## config.mk

```make
export PLATFORM = sky130hd
export DESIGN_NAME = rtm_streamer
export DESIGN_NICKNAME = d
export VERILOG_FILES = /design/src/rtl/rtm_pkg.sv /design/src/rtl/rtm_seq.sv /design/src/rtl/rtm_shadow.sv /design/src/rtl/rtm_line.sv /design/src/rtl/rtm_streamer.sv
export SDC_FILE = /design/constraint.sdc
export NUM_CORES = 1
export LEC_CHECK = 0
export ABC_AREA = 0
export BUFFER_PORTS_ARGS = -buffer_cell sky130_fd_sc_hd__buf_2
export CORE_AREA = 3 3 147 149
export CTS_CLUSTER_DIAMETER = 200
export DETAILED_ROUTE_END_ITERATION = 12
export DIE_AREA = 0 0 150 152
export GPL_TIMING_DRIVEN = 0
export PLACE_DENSITY = 0.52
export SYNTH_ARGS = -nofsm -noshare
export SYNTH_HDL_FRONTEND = slang
export SYNTH_SLANG_ARGS = --single-unit
```

## constraint.sdc

```tcl
create_clock -name clk -period 5.1 [get_ports clk]
set_input_delay 1.53 -clock clk [delete_from_list [all_inputs] [get_ports clk]]
set_output_delay 1.53 -clock clk [all_outputs]
set_load 0.02 [all_outputs]
```

## src/rtl/rtm_pkg.sv

```systemverilog
`timescale 1ns/1ps
package rtm_pkg;

    typedef enum logic [1:0] {
        PH_IDLE = 2'd0,
        PH_SLOT = 2'd1,
        PH_TAIL = 2'd2
    } rtm_phase_e;

    // Control bundle passed from the sequencer to the line stage
    typedef struct packed {
        logic busy;     // window active
        logic flag;     // marker cycle of a slot
        logic data_en;  // a data bit is on the line this cycle
        logic launch;   // next cycle presents a fresh data bit
        logic accept;   // start taken at this edge
        logic reject;   // start dropped at this edge
    } rtm_ctl_t;

    function automatic int slot_len(input int word_w);
        return word_w + 1;
    endfunction

    function automatic int active_len(input int n_words, input int word_w);
        return n_words * slot_len(word_w);
    endfunction

    function automatic int idx_width(input int n);
        return (n > 1) ? $clog2(n) : 1;
    endfunction

endpackage

```

## src/rtl/rtm_seq.sv

```systemverilog
`timescale 1ns/1ps
module rtm_seq
    import rtm_pkg::*;
#(
    parameter int NUM_WORDS = 4,
    parameter int WORD_W    = 32,
    parameter int IDLE_LEN  = 8
) (
    input  logic                                clk,
    input  logic                                rst,
    input  logic                                start_i,
    output rtm_ctl_t                            ctl_o,
    output logic [idx_width(NUM_WORDS)-1:0]     word_sel_o,
    output logic [idx_width(WORD_W)-1:0]        bit_sel_o
);
    localparam int WIDX_W = idx_width(NUM_WORDS);
    localparam int BIT_W  = idx_width(WORD_W);
    localparam int POS_W  = $clog2(WORD_W + 1);
    localparam int TAIL_W = idx_width(IDLE_LEN);

    localparam logic [POS_W-1:0]  POS_LAST  = POS_W'(WORD_W);
    localparam logic [WIDX_W-1:0] WIDX_LAST = WIDX_W'(NUM_WORDS - 1);
    localparam logic [TAIL_W-1:0] TAIL_LAST = TAIL_W'(IDLE_LEN - 1);

    rtm_phase_e          phase_q, phase_d;
    logic [WIDX_W-1:0]   widx_q, widx_d;
    logic [POS_W-1:0]    pos_q, pos_d;
    logic [TAIL_W-1:0]   tail_q, tail_d;
    logic [POS_W-1:0]    pos_m1;

    always_comb begin
        phase_d = phase_q;
        widx_d  = widx_q;
        pos_d   = pos_q;
        tail_d  = tail_q;
        unique case (phase_q)
            PH_IDLE: begin
                if (start_i) begin
                    phase_d = PH_SLOT;
                    widx_d  = '0;
                    pos_d   = '0;
                end
            end
            PH_SLOT: begin
                if (pos_q == POS_LAST) begin
                    pos_d = '0;
                    if (widx_q == WIDX_LAST) begin
                        phase_d = PH_TAIL;
                        widx_d  = '0;
                        tail_d  = '0;
                    end else begin
                        widx_d = widx_q + WIDX_W'(1);
                    end
                end else begin
                    pos_d = pos_q + POS_W'(1);
                end
            end
            PH_TAIL: begin
                if (tail_q == TAIL_LAST) begin
                    phase_d = PH_IDLE;
                end else begin
                    tail_d = tail_q + TAIL_W'(1);
                end
            end
            default: phase_d = PH_IDLE;
        endcase
    end

    always_ff @(posedge clk) begin
        if (rst) begin
            phase_q <= PH_IDLE;
            widx_q  <= '0;
            pos_q   <= '0;
            tail_q  <= '0;
        end else begin
            phase_q <= phase_d;
            widx_q  <= widx_d;
            pos_q   <= pos_d;
            tail_q  <= tail_d;
        end
    end

    always_comb begin
        ctl_o.busy    = (phase_q != PH_IDLE);
        ctl_o.flag    = (phase_q == PH_SLOT) && (pos_q == '0);
        ctl_o.data_en = (phase_q == PH_SLOT) && (pos_q != '0);
        ctl_o.launch  = (phase_d == PH_SLOT) && (pos_d != '0);
        ctl_o.accept  = start_i && (phase_q == PH_IDLE);
        ctl_o.reject  = start_i && (phase_q != PH_IDLE);
    end

    assign pos_m1     = pos_q - POS_W'(1);
    assign bit_sel_o  = pos_m1[BIT_W-1:0];
    assign word_sel_o = widx_q;

endmodule

```

## src/rtl/rtm_shadow.sv

```systemverilog
`timescale 1ns/1ps
module rtm_shadow
    import rtm_pkg::*;
#(
    parameter int NUM_WORDS = 4,
    parameter int WORD_W    = 32
) (
    input  logic                              clk,
    input  logic                              rst,
    input  logic                              load_i,
    input  logic [NUM_WORDS*WORD_W-1:0]       words_i,
    input  logic [idx_width(NUM_WORDS)-1:0]   word_sel_i,
    input  logic [idx_width(WORD_W)-1:0]      bit_sel_i,
    input  logic                              en_i,
    output logic                              bit_o
);
    logic [WORD_W-1:0] shadow_q [NUM_WORDS];

    for (genvar g = 0; g < NUM_WORDS; g++) begin : g_word
        always_ff @(posedge clk) begin
            if (rst) begin
                shadow_q[g] <= '0;
            end else if (load_i) begin
                shadow_q[g] <= words_i[g*WORD_W +: WORD_W];
            end
        end
    end

    always_comb begin
        bit_o = 1'b0;
        if (en_i) begin
            bit_o = shadow_q[word_sel_i][bit_sel_i];
        end
    end

endmodule

```

## src/rtl/rtm_line.sv

```systemverilog
`timescale 1ns/1ps
module rtm_line
    import rtm_pkg::*;
(
    input  logic     clk,
    input  logic     rst,
    input  rtm_ctl_t ctl_i,
    input  logic     bit_i,
    input  logic     clr_ovr_i,
    output logic     flag_o,
    output logic     data_o,
    output logic     strobe_o,
    output logic     busy_o,
    output logic     overrun_o
);
    logic strobe_q;
    logic ovr_q;

    always_ff @(posedge clk) begin
        if (rst) begin
            strobe_q <= 1'b0;
            ovr_q    <= 1'b0;
        end else begin
            if (ctl_i.launch) begin
                strobe_q <= ~strobe_q;
            end
            if (ctl_i.reject) begin
                ovr_q <= 1'b1;
            end else if (clr_ovr_i) begin
                ovr_q <= 1'b0;
            end
        end
    end

    assign flag_o    = ctl_i.flag;
    assign data_o    = ctl_i.data_en & bit_i;
    assign busy_o    = ctl_i.busy;
    assign strobe_o  = strobe_q;
    assign overrun_o = ovr_q;

endmodule

```

## src/rtl/rtm_streamer.sv

```systemverilog
`timescale 1ns/1ps
module rtm_streamer
    import rtm_pkg::*;
#(
    parameter int NUM_WORDS = 4,
    parameter int WORD_W    = 32,
    parameter int WINDOW    = 140
) (
    input  logic                          clk,
    input  logic                          rst,
    input  logic                          start_i,
    input  logic                          clr_ovr_i,
    input  logic [NUM_WORDS*WORD_W-1:0]   words_i,
    output logic                          flag_o,
    output logic                          data_o,
    output logic                          strobe_o,
    output logic                          busy_o,
    output logic                          overrun_o
);
    localparam int ACTIVE   = active_len(NUM_WORDS, WORD_W);
    localparam int IDLE_LEN = WINDOW - ACTIVE;
    localparam int WIDX_W   = idx_width(NUM_WORDS);
    localparam int BIT_W    = idx_width(WORD_W);

    if (IDLE_LEN < 1) begin : g_bad_window
        $error("rtm_streamer: WINDOW must exceed NUM_WORDS*(WORD_W+1)");
    end

    rtm_ctl_t          ctl;
    logic [WIDX_W-1:0] word_sel;
    logic [BIT_W-1:0]  bit_sel;
    logic              shadow_bit;

    rtm_seq #(
        .NUM_WORDS (NUM_WORDS),
        .WORD_W    (WORD_W),
        .IDLE_LEN  (IDLE_LEN)
    ) seq_i (
        .clk        (clk),
        .rst        (rst),
        .start_i    (start_i),
        .ctl_o      (ctl),
        .word_sel_o (word_sel),
        .bit_sel_o  (bit_sel)
    );

    rtm_shadow #(
        .NUM_WORDS (NUM_WORDS),
        .WORD_W    (WORD_W)
    ) shadow_i (
        .clk        (clk),
        .rst        (rst),
        .load_i     (ctl.accept),
        .words_i    (words_i),
        .word_sel_i (word_sel),
        .bit_sel_i  (bit_sel),
        .en_i       (ctl.data_en),
        .bit_o      (shadow_bit)
    );

    rtm_line line_i (
        .clk       (clk),
        .rst       (rst),
        .ctl_i     (ctl),
        .bit_i     (shadow_bit),
        .clr_ovr_i (clr_ovr_i),
        .flag_o    (flag_o),
        .data_o    (data_o),
        .strobe_o  (strobe_o),
        .busy_o    (busy_o),
        .overrun_o (overrun_o)
    );

endmodule

```

Word-level counts from Yosys, hierarchy flattened
Memories as Yosys holds them, arrays and structs flattened. A register that Yosys moved wholly into a read port is not among the register bits.
Cells that the tools add are included.

operators by class
  add/subtract/negate cells = 4
  multipliers = 0
  div/mod/pow operators = 0
  $lt $le $gt $ge = 1
  eq/ne operators = 10
  shift operators = 0
  multiplexer cells = 32
  bitwise gates (word level) = 6
  reductions and logical operators = 15

operator list
  kind                                                                    count
  32-bit two-way mux                                                      4
  2-bit two-way mux                                                       9
  6-bit two-way mux                                                       2
  6-bit case mux with 2 select lines                                      1
  6-bit nonzero test                                                      2
  1-bit two-way mux                                                       9
  3-bit two-way mux                                                       3
  2-bit nonzero test                                                      4
  6-bit by 1-bit adder with 6-bit output (second input constant)          1
  6-bit equality test (second input constant)                             1
  6-bit zero test                                                         1
  5-bit by 6-bit < comparator with 1-bit output (second input constant)   1
  2-bit case mux with 3 select lines                                      1
  3-bit case mux with 2 select lines                                      1
  1-bit binary-select mux with 5-bit select                               1
  1-bit logical AND                                                       5
  5-bit by 1-bit subtractor with 5-bit output (second input constant)     1
  2-bit by 1-bit equality test with 1-bit output (second input constant)  2
  2-bit equality test (second input constant)                             2
  2-bit by 1-bit != test with 1-bit output (second input constant)        2
  2-bit != test (second input constant)                                   2
  1-bit bitwise OR                                                        4
  2-bit case mux with 2 select lines                                      1
  4-bit AND reduction                                                     1
  other kinds (7)                                                         7

storage, ports and cells
  flip-flop bits (word level) = 15
  bits in latches = 0
  bits in writable memories = 128
  memory bits (read-only) = 0
  input bits = 132
  word-level logic and storage cells = 75
  memories = 1

memory list
  name               words  bits a word  read ports  clocked after memory_dff  wr ports  line              text
  shadow_i.shadow_q  4      32           1           1                         4         rtm_shadow.sv:17  logic [WORD_W-1:0] shadow_q [NUM_WORDS];

Logic depth before layout (Yosys ltp)
Gate-level depths: netlist of the first run.

  word-level depth = 6
  mapped depth = 10
  depth with buffers taken out = 8

By module
Synthesis of the first run repeated with hierarchy kept, for this count alone.

second synthesis, totals
  cells, all modules = 502
  area total of the unflattened synthesis = 6,882.9 sq um

modules (own cells, without submodules)
  module      instances  cells each  area each (sq um)  seq. area each (sq um)
  rtm_shadow  1          391         5,928.2            3,843.7
  rtm_seq     1          101         862.1              260.2
  rtm_line    1          10          92.6               40.0

Worst setup path before layout of the first run
Ideal clock, no wire load.

  path type = input-to-reg
  start point = input rst
  end point = memory shadow_i.shadow_q[0][0] (enable)
  library setup time = 0.509 ns
  arrival = 4.896 ns
  path slack = -0.305 ns
  cell stages on the path = 2
  path buffers = 1
  cells stage by stage = clkbuf_1 nand2b_1

RTL lines
  item                line                text
  start: declaration  rtm_streamer.sv:10  input logic rst,
  end: declaration    rtm_shadow.sv:17

Worst setup path in the final report of the first run
  start point = register seq_i.pos_q[0]
  end point = output data_o

on the way
  longest elaborated chain between the ends = 5
  elaborated cells on any way between the ends = 7
  those cells by class = add/sub: 1; mux: 3; bitwise: 1; reduce/logical: 2

ends and longest elaborated chain
  item                                         line                text
  start: declaration                           rtm_seq.sv:27       logic [POS_W-1:0] pos_q, pos_d;
  start signal: assignment                     rtm_seq.sv:78       pos_q <= pos_d;
  5-bit by 1-bit subtractor with 5-bit output  rtm_seq.sv:92       assign pos_m1 = pos_q - POS_W'(1);
  1-bit binary-select mux with 5-bit select    rtm_shadow.sv:32    bit_o = shadow_q[word_sel_i][bit_sel_i];
  1-bit two-way mux (implied by the code)      rtm_shadow.sv:32
  1-bit two-way mux                            rtm_shadow.sv:31    if (en_i) begin
  1-bit bitwise AND (*)                        rtm_line.sv:36      assign data_o = ctl_i.data_en & bit_i;
  end: declaration                             rtm_streamer.sv:15  output logic data_o,

Every way passes the cells marked *; elsewhere a longest branch is shown, timed or not. The select of a mux whose other input is x is not followed.

==> results.ini, run 1 <==
[setup_path]
worstPathArrival_ps = 3250
critPathKind = flop to primary output
cp.required_ps = 3570
start_kind = flop
end_kind = primary output
cp_max_fo = 10

[floorplanning]
placementRows = 52
fp.dieW_um = 150
start_util_pct = 32.9
io_pins = 137
floorplan.die_area_mm2 = 0.0228
core_mm2 = 0.0203
die_y_um = 152

[logic_synthesis]
syn-num-nets = 602
synthCells = 465
syn_area_per_cell_um2 = 14.3
async_flop_share_pct = 0
synth-seq-area-share_pct = 62.7
synth_cell_types = 42
ys.flop_type = edfxtp_1
ys_ff_latch = 145
synth_edf_count = 128
yosys_warnings = 0
syn_area_mm2 = 0.00667

[power]
intPower_w = 0.00215
p_per_area_mw_per_mm2 = 335
leakagePower_nw = 3.26
p_sw_w = 0.000617
irDropWorstVdd_uv = 215
pwr-share-clk_pct = 40.9
pwr-share-seq_pct = 50.8
p_comb_share_pct = 8.4
swShare_pct = 22.3

[cells_and_area]
final_common_cell = buf_2
most-common-layout-cells = buf_2 (135), and2_1 (129), edfxtp_1 (128)
nNetsFinal = 757
fillers = 1988
num_antenna_cells = 0
final_util_pct = 40.6
stdcell_count = 901
design_area_mm2 = 0.00825
drive_gt1_share_pct = 31.4
area_growth_pct = 23.7

[clocking]
cts_buffers = 17
clk_latency_ps = 420
clkTransAtPathRegs_ps = 60
cts_hold_buffers = 0
post_cts_buffers = 0
tritoncts = built
cts_buffer_depth = 2
root_buffer = clkbuf_16
htreeDepth = 4
cts.sinks = 145

[timing]
final-hold-violation-count = 0
period_share_pct = 93.6
fin_crit_ps = 4780
rsz0062_at_grt = no
fin_skew_ps = 12.4
slew_headroom_pct = 41.8
setup_viol_count_final = 0
fmax_mhz = 209
fin_setup_tns_ps = 0
drv_slew = 0
worstMarginPinSlew_ps = 873

[placed_design]
hpwl_um = 12100
gp_congestion = 0.820
place_inst = 871
port_buffers = 135
placed_cell_area_mm2 = 0.00772

[hold_path]
hp-class = flop to flop

[drt]
drt-initial-drc-count = 286
post_drt_wl_per_cell_um = 18.8
antenna_left = 0
via_per_inst = 4.79
wl_um = 17000
first_pass_iters = 5
vias = 4314
route.detailed.drc = 0

[global_routing]
gr-total-overflow = 0
grt_first_pass_wirelength_um = 26300
grt.total_usage_pct = 15.3
antenna_found_initial = 0
grt_pass1_vias = 4709
grt_max_degree = 74

[flow_run]
max_cap_viol_count = 0

[outcome]
status = finished clean

[cells in the mapped netlist, types with 2 or more instances]
cell,number,area share [%]
and2_1,129,12
nor2_1,27,1.5
nor4_2,2,0.38
buf_4,2,0.23
nor3b_1,5,0.56
a22oi_1,21,2.4
a21oi_1,17,1.3
nand3_1,5,0.38
nor2b_1,4,0.38
inv_1,4,0.23
mux4_1,7,2.8
dfxtp_1,17,5.1
edfxtp_1,128,58
ha_1,5,0.94
nor3_1,2,0.15
nand2_1,7,0.39
buf_1,4,0.23
clkbuf_1,22,1.2
o21ai_0,5,0.38
nand2b_1,4,0.38
o21bai_1,3,0.34
mux4_2,25,8.4
[critical path, stage by stage, from the launching register on]
cell and delay [ps]:
dfxtp_1 430, clkbuf_2 260, inv_1 70, ha_1 370, nor2b_1 160, buf_1 250, a22oi_1 250, a21oi_1 110
nor4_2 400, mux2i_1 140, o211a_1 240, buf_2 160
[power by group through the flow]
stage                     clock network [W]  registers (W)  logic, W
final                               0.00113        0.00140  0.000232
after global routing                0.00120        0.00141  0.000257
after CTS                           0.00115        0.00140  0.000234
after detailed placement                  0        0.00143  0.000234
after global placement                    0        0.00143  0.000227
after floorplan                           0        0.00142  0.000125
[layer usage]
metal  up-vias  wire, um  track usage (%)
met5         -         0                0
met2       146      8070             23.8
met4         0       168             3.49
li1       2041         -                -
met1      2110      7770             21.9
met3        17       945             3.72
[sequential cells by signal, summed over array words and instances (netlist names), named ones only]
register,count
shadow_i.shadow_q,128
seq_i.pos_q,6
seq_i.tail_q,3
seq_i.phase_q,2
seq_i.word_sel_o,2
line_i.overrun_o,1
line_i.strobe_o,1
[what timing repair did]
| item | 4_1_cts | 5_1_grt |
|---|---|---|
| setup endpoints to repair | 0 | 1 |
| hold endpoints to repair | 0 | 0 |
| resized for setup | 0 | 3 |
[metrics by stage]
stage	power (W)	hold WS (ps)	setup WS [ps]
after global placement	0.00166	463	425
final	0.00276	469	324
after global routing	0.00286	499	71.2
after detailed placement	0.00166	464	615
after floorplan	0.00155	461	1190
after CTS	0.00279	474	157
[cell families (layout without fill, tap and decap cells)]
family / after synthesis / count (layout) / share of synthesized area (%)
AO/OA/AOI/OAI: 54 / 54 / 5.31
XOR/XNOR: 2 / 2 / 0.263
adder cells (fa/ha/maj): 5 / 5 / 0.938
buffers and inverters: 35 / 201 / 2.46
flip-flops: 145 / 145 / 62.7
multiplexers: 34 / 34 / 11.5
AND/OR/NAND/NOR: 190 / 190 / 16.8
[layout make-up]
cell class	count	area (um^2)	share of cell area, %
plain buffers	31	150	1.82
clock buffers	19	433	5.25
clock inverters	11	93.8	1.14
inverters	4	15.0	0.182
multi-input cells	285	2330	28.3
flip-flops and latches	145	4180	50.7
well taps	270	338	4.10
repair buffers	136	703	8.52
[final timing paths]
path	startpoint	end	slack [ps]	depth (start not counted)
setup / recovery	seq_i.pos_q[0]	data_o	320	11
setup reg to reg	seq_i.pos_q[0]	line_i.strobe_o	2500	9
hold reg to reg	line_i.overrun_o	line_i.overrun_o	470	2
hold / removal	line_i.overrun_o	line_i.overrun_o	470	2
Power figures use the tool's default switching activity.
==> run 2: changes to the inputs <==
==> constraint.sdc (replaced) <==
create_clock -name clk -period 5.1 [get_ports clk]
set_input_delay 1.53 -clock clk [delete_from_list [all_inputs] [get_ports clk]]
set_output_delay 1.53 -clock clk [all_outputs]
set_load 0.05 [all_outputs]
==> results.ini, run 2 (synthesis gave the netlist of run 1 again) <==
[timing]
fin_setup_tns_ps = 0
worstMarginPinSlew_ps = 873
fin_crit_ps = 4830
setup_viol_count_final = 0
rsz0062_at_grt = no
fin_skew_ps = 12.4
period_share_pct = 94.7
final-hold-violation-count = 0
fmax_mhz = 207
hold_ws_ps = 469
drv_slew = 0
slew_headroom_pct = 41.8
fin_ws_ps = 269

[setup_path]
crit_cells = 11
crit_path_start = seq_i.pos_q[0]
path_common_cell = clkbuf_2
crit_chain = clkbuf_2, inv_1, ha_1, and2_1, clkbuf_2, a22oi_1, a21oi_1, nor4_2, mux2i_1, o211a_1, buf_2
critPathMaxStageDelay_ps = 430
cp.required_ps = 3570
critPathKind = flop to primary output
worstPathArrival_ps = 3300
start_kind = flop
reg2reg_setup_slack_ps = 2510
rr_startpoint = seq_i.pos_q[0]
crit_buf_inv = 4
end_kind = primary output
crit_path_end = data_o
ff2ff_path_depth = 9
critPathSlowestCell = dfxtp_1
cp_max_fo = 10
r2r_end = line_i.strobe_o
critical_path.top_delay_family = buffers and inverters

[global_routing]
gr-total-overflow = 0
grt_first_pass_wirelength_um = 26300
grt_pass1_vias = 4709
grt.total_usage_pct = 15.3
antenna_found_initial = 0
grt_max_degree = 74

[cells_and_area]
num_antenna_cells = 0
reg.largest.list = shadow_i.shadow_q (128), seq_i.pos_q (6), seq_i.tail_q (3)
drive_gt1_share_pct = 31.7
largest_reg_flops = 128
area_growth_pct = 23.7
nNetsFinal = 757
most-common-layout-cells = buf_2 (135), and2_1 (129), edfxtp_1 (128)
regMostFlops = shadow_i.shadow_q
final_common_cell = buf_2
final_util_pct = 40.6

[outcome]
status = finished clean

[power]
leakagePower_nw = 3.27
p_comb_share_pct = 8.6
swShare_pct = 22.5
p_per_area_mw_per_mm2 = 336
fin_total_pwr_w = 0.00277
intPower_w = 0.00215
p_sw_w = 0.000624
irDropWorstVdd_uv = 215
pwr-share-clk_pct = 40.8
pwr-share-seq_pct = 50.6

[clocking]
clk_latency_ps = 420
htreeDepth = 4
post_cts_buffers = 0
tritoncts = built
cts.sinks = 145
cts_buffer_depth = 2
cts_buffers = 17
clkTransAtPathRegs_ps = 60
root_buffer = clkbuf_16

[drt]
wl_um = 17000
route.detailed.drc = 0
drt-initial-drc-count = 286
post_drt_wl_per_cell_um = 18.8
vias = 4308
via_per_inst = 4.78
first_pass_iters = 5
antenna_left = 0

[floorplanning]
io_pins = 137
die_y_um = 152
floorplan.die_area_mm2 = 0.0228
core_mm2 = 0.0203
fp.dieW_um = 150
start_util_pct = 32.9
placementRows = 52

[hold_path]
hp-class = flop to flop
worstHoldStart = line_i.overrun_o

[placed_design]
port_buffers = 135
hpwl_um = 12100
pre_cts_ws_ps = 554
gp_congestion = 0.820

[flow_run]
max_cap_viol_count = 0

==> run 2: layout make-up <==
cell class,instances,area (um^2)
Buffer,31,153
Tap cell,270,338
Timing Repair Buffer,136,703
Clock inverter,11,93.8
Clock buffer,19,433
Fill cell,1986,12000
Inverter,4,15.0
Multi-Input combinational cell,285,2330
Sequential cell,145,4180
==> run 2: metal layers <==
| layer | vias to the layer above | share of wire, % | track usage (%) |
|---|---|---|---|
| met3 | 15 | 5.7 | 3.72 |
| met5 | - | 0 | 0 |
| met4 | 0 | 0.95 | 3.49 |
| li1 | 2041 | - | - |
| met2 | 146 | 48 | 23.8 |
| met1 | 2106 | 46 | 21.9 |
==> run 2: worst register-to-register path: stages (launching register included) <==
cell	delay [ps]
dfxtp_1	360
clkbuf_2	210
inv_1	90
ha_1	250
nand4bb_1	220
o21ai_1	430
o21ai_0	160
a22oi_1	250
a41oi_1	200
mux2_2	310
==> run 2: worst min path at each step <==
stage | to | slack [ps] | cells past startpoint
2_1_floorplan | seq_i.tail_q[1] | 460 | 2
3_3_place_gp | line_i.overrun_o | 460 | 2
3_5_place_dp | line_i.overrun_o | 460 | 2
4_1_cts | line_i.overrun_o | 470 | 2
5_1_grt | line_i.overrun_o | 500 | 2
6_report | line_i.overrun_o | 470 | 2
==> run 2: per-stage QoR <==
| stage | std cells | instance area (um^2) |
|---|---|---|
| after CTS | 901 | 8250 |
| after detailed placement | 871 | 7720 |
| final | 901 | 8250 |
| after global placement | 870 | 7690 |
| after global routing | 901 | 8250 |
| after floorplan | 465 | 6670 |
==> run 2: power groups by stage <==
stage | clock [W] | combinational [W] | sequential, W
2_1_floorplan | 0 | 0.000128 | 0.00143
3_3_place_gp | 0 | 0.000233 | 0.00143
3_5_place_dp | 0 | 0.000240 | 0.00143
4_1_cts | 0.00115 | 0.000241 | 0.00140
5_1_grt | 0.00120 | 0.000263 | 0.00141
6_report | 0.00113 | 0.000238 | 0.00140
==> run 2: what timing repair did <==
item,in CTS,in global routing
hold buffers,0,0
gates resized for setup,0,6
setup endpoints to repair,0,1
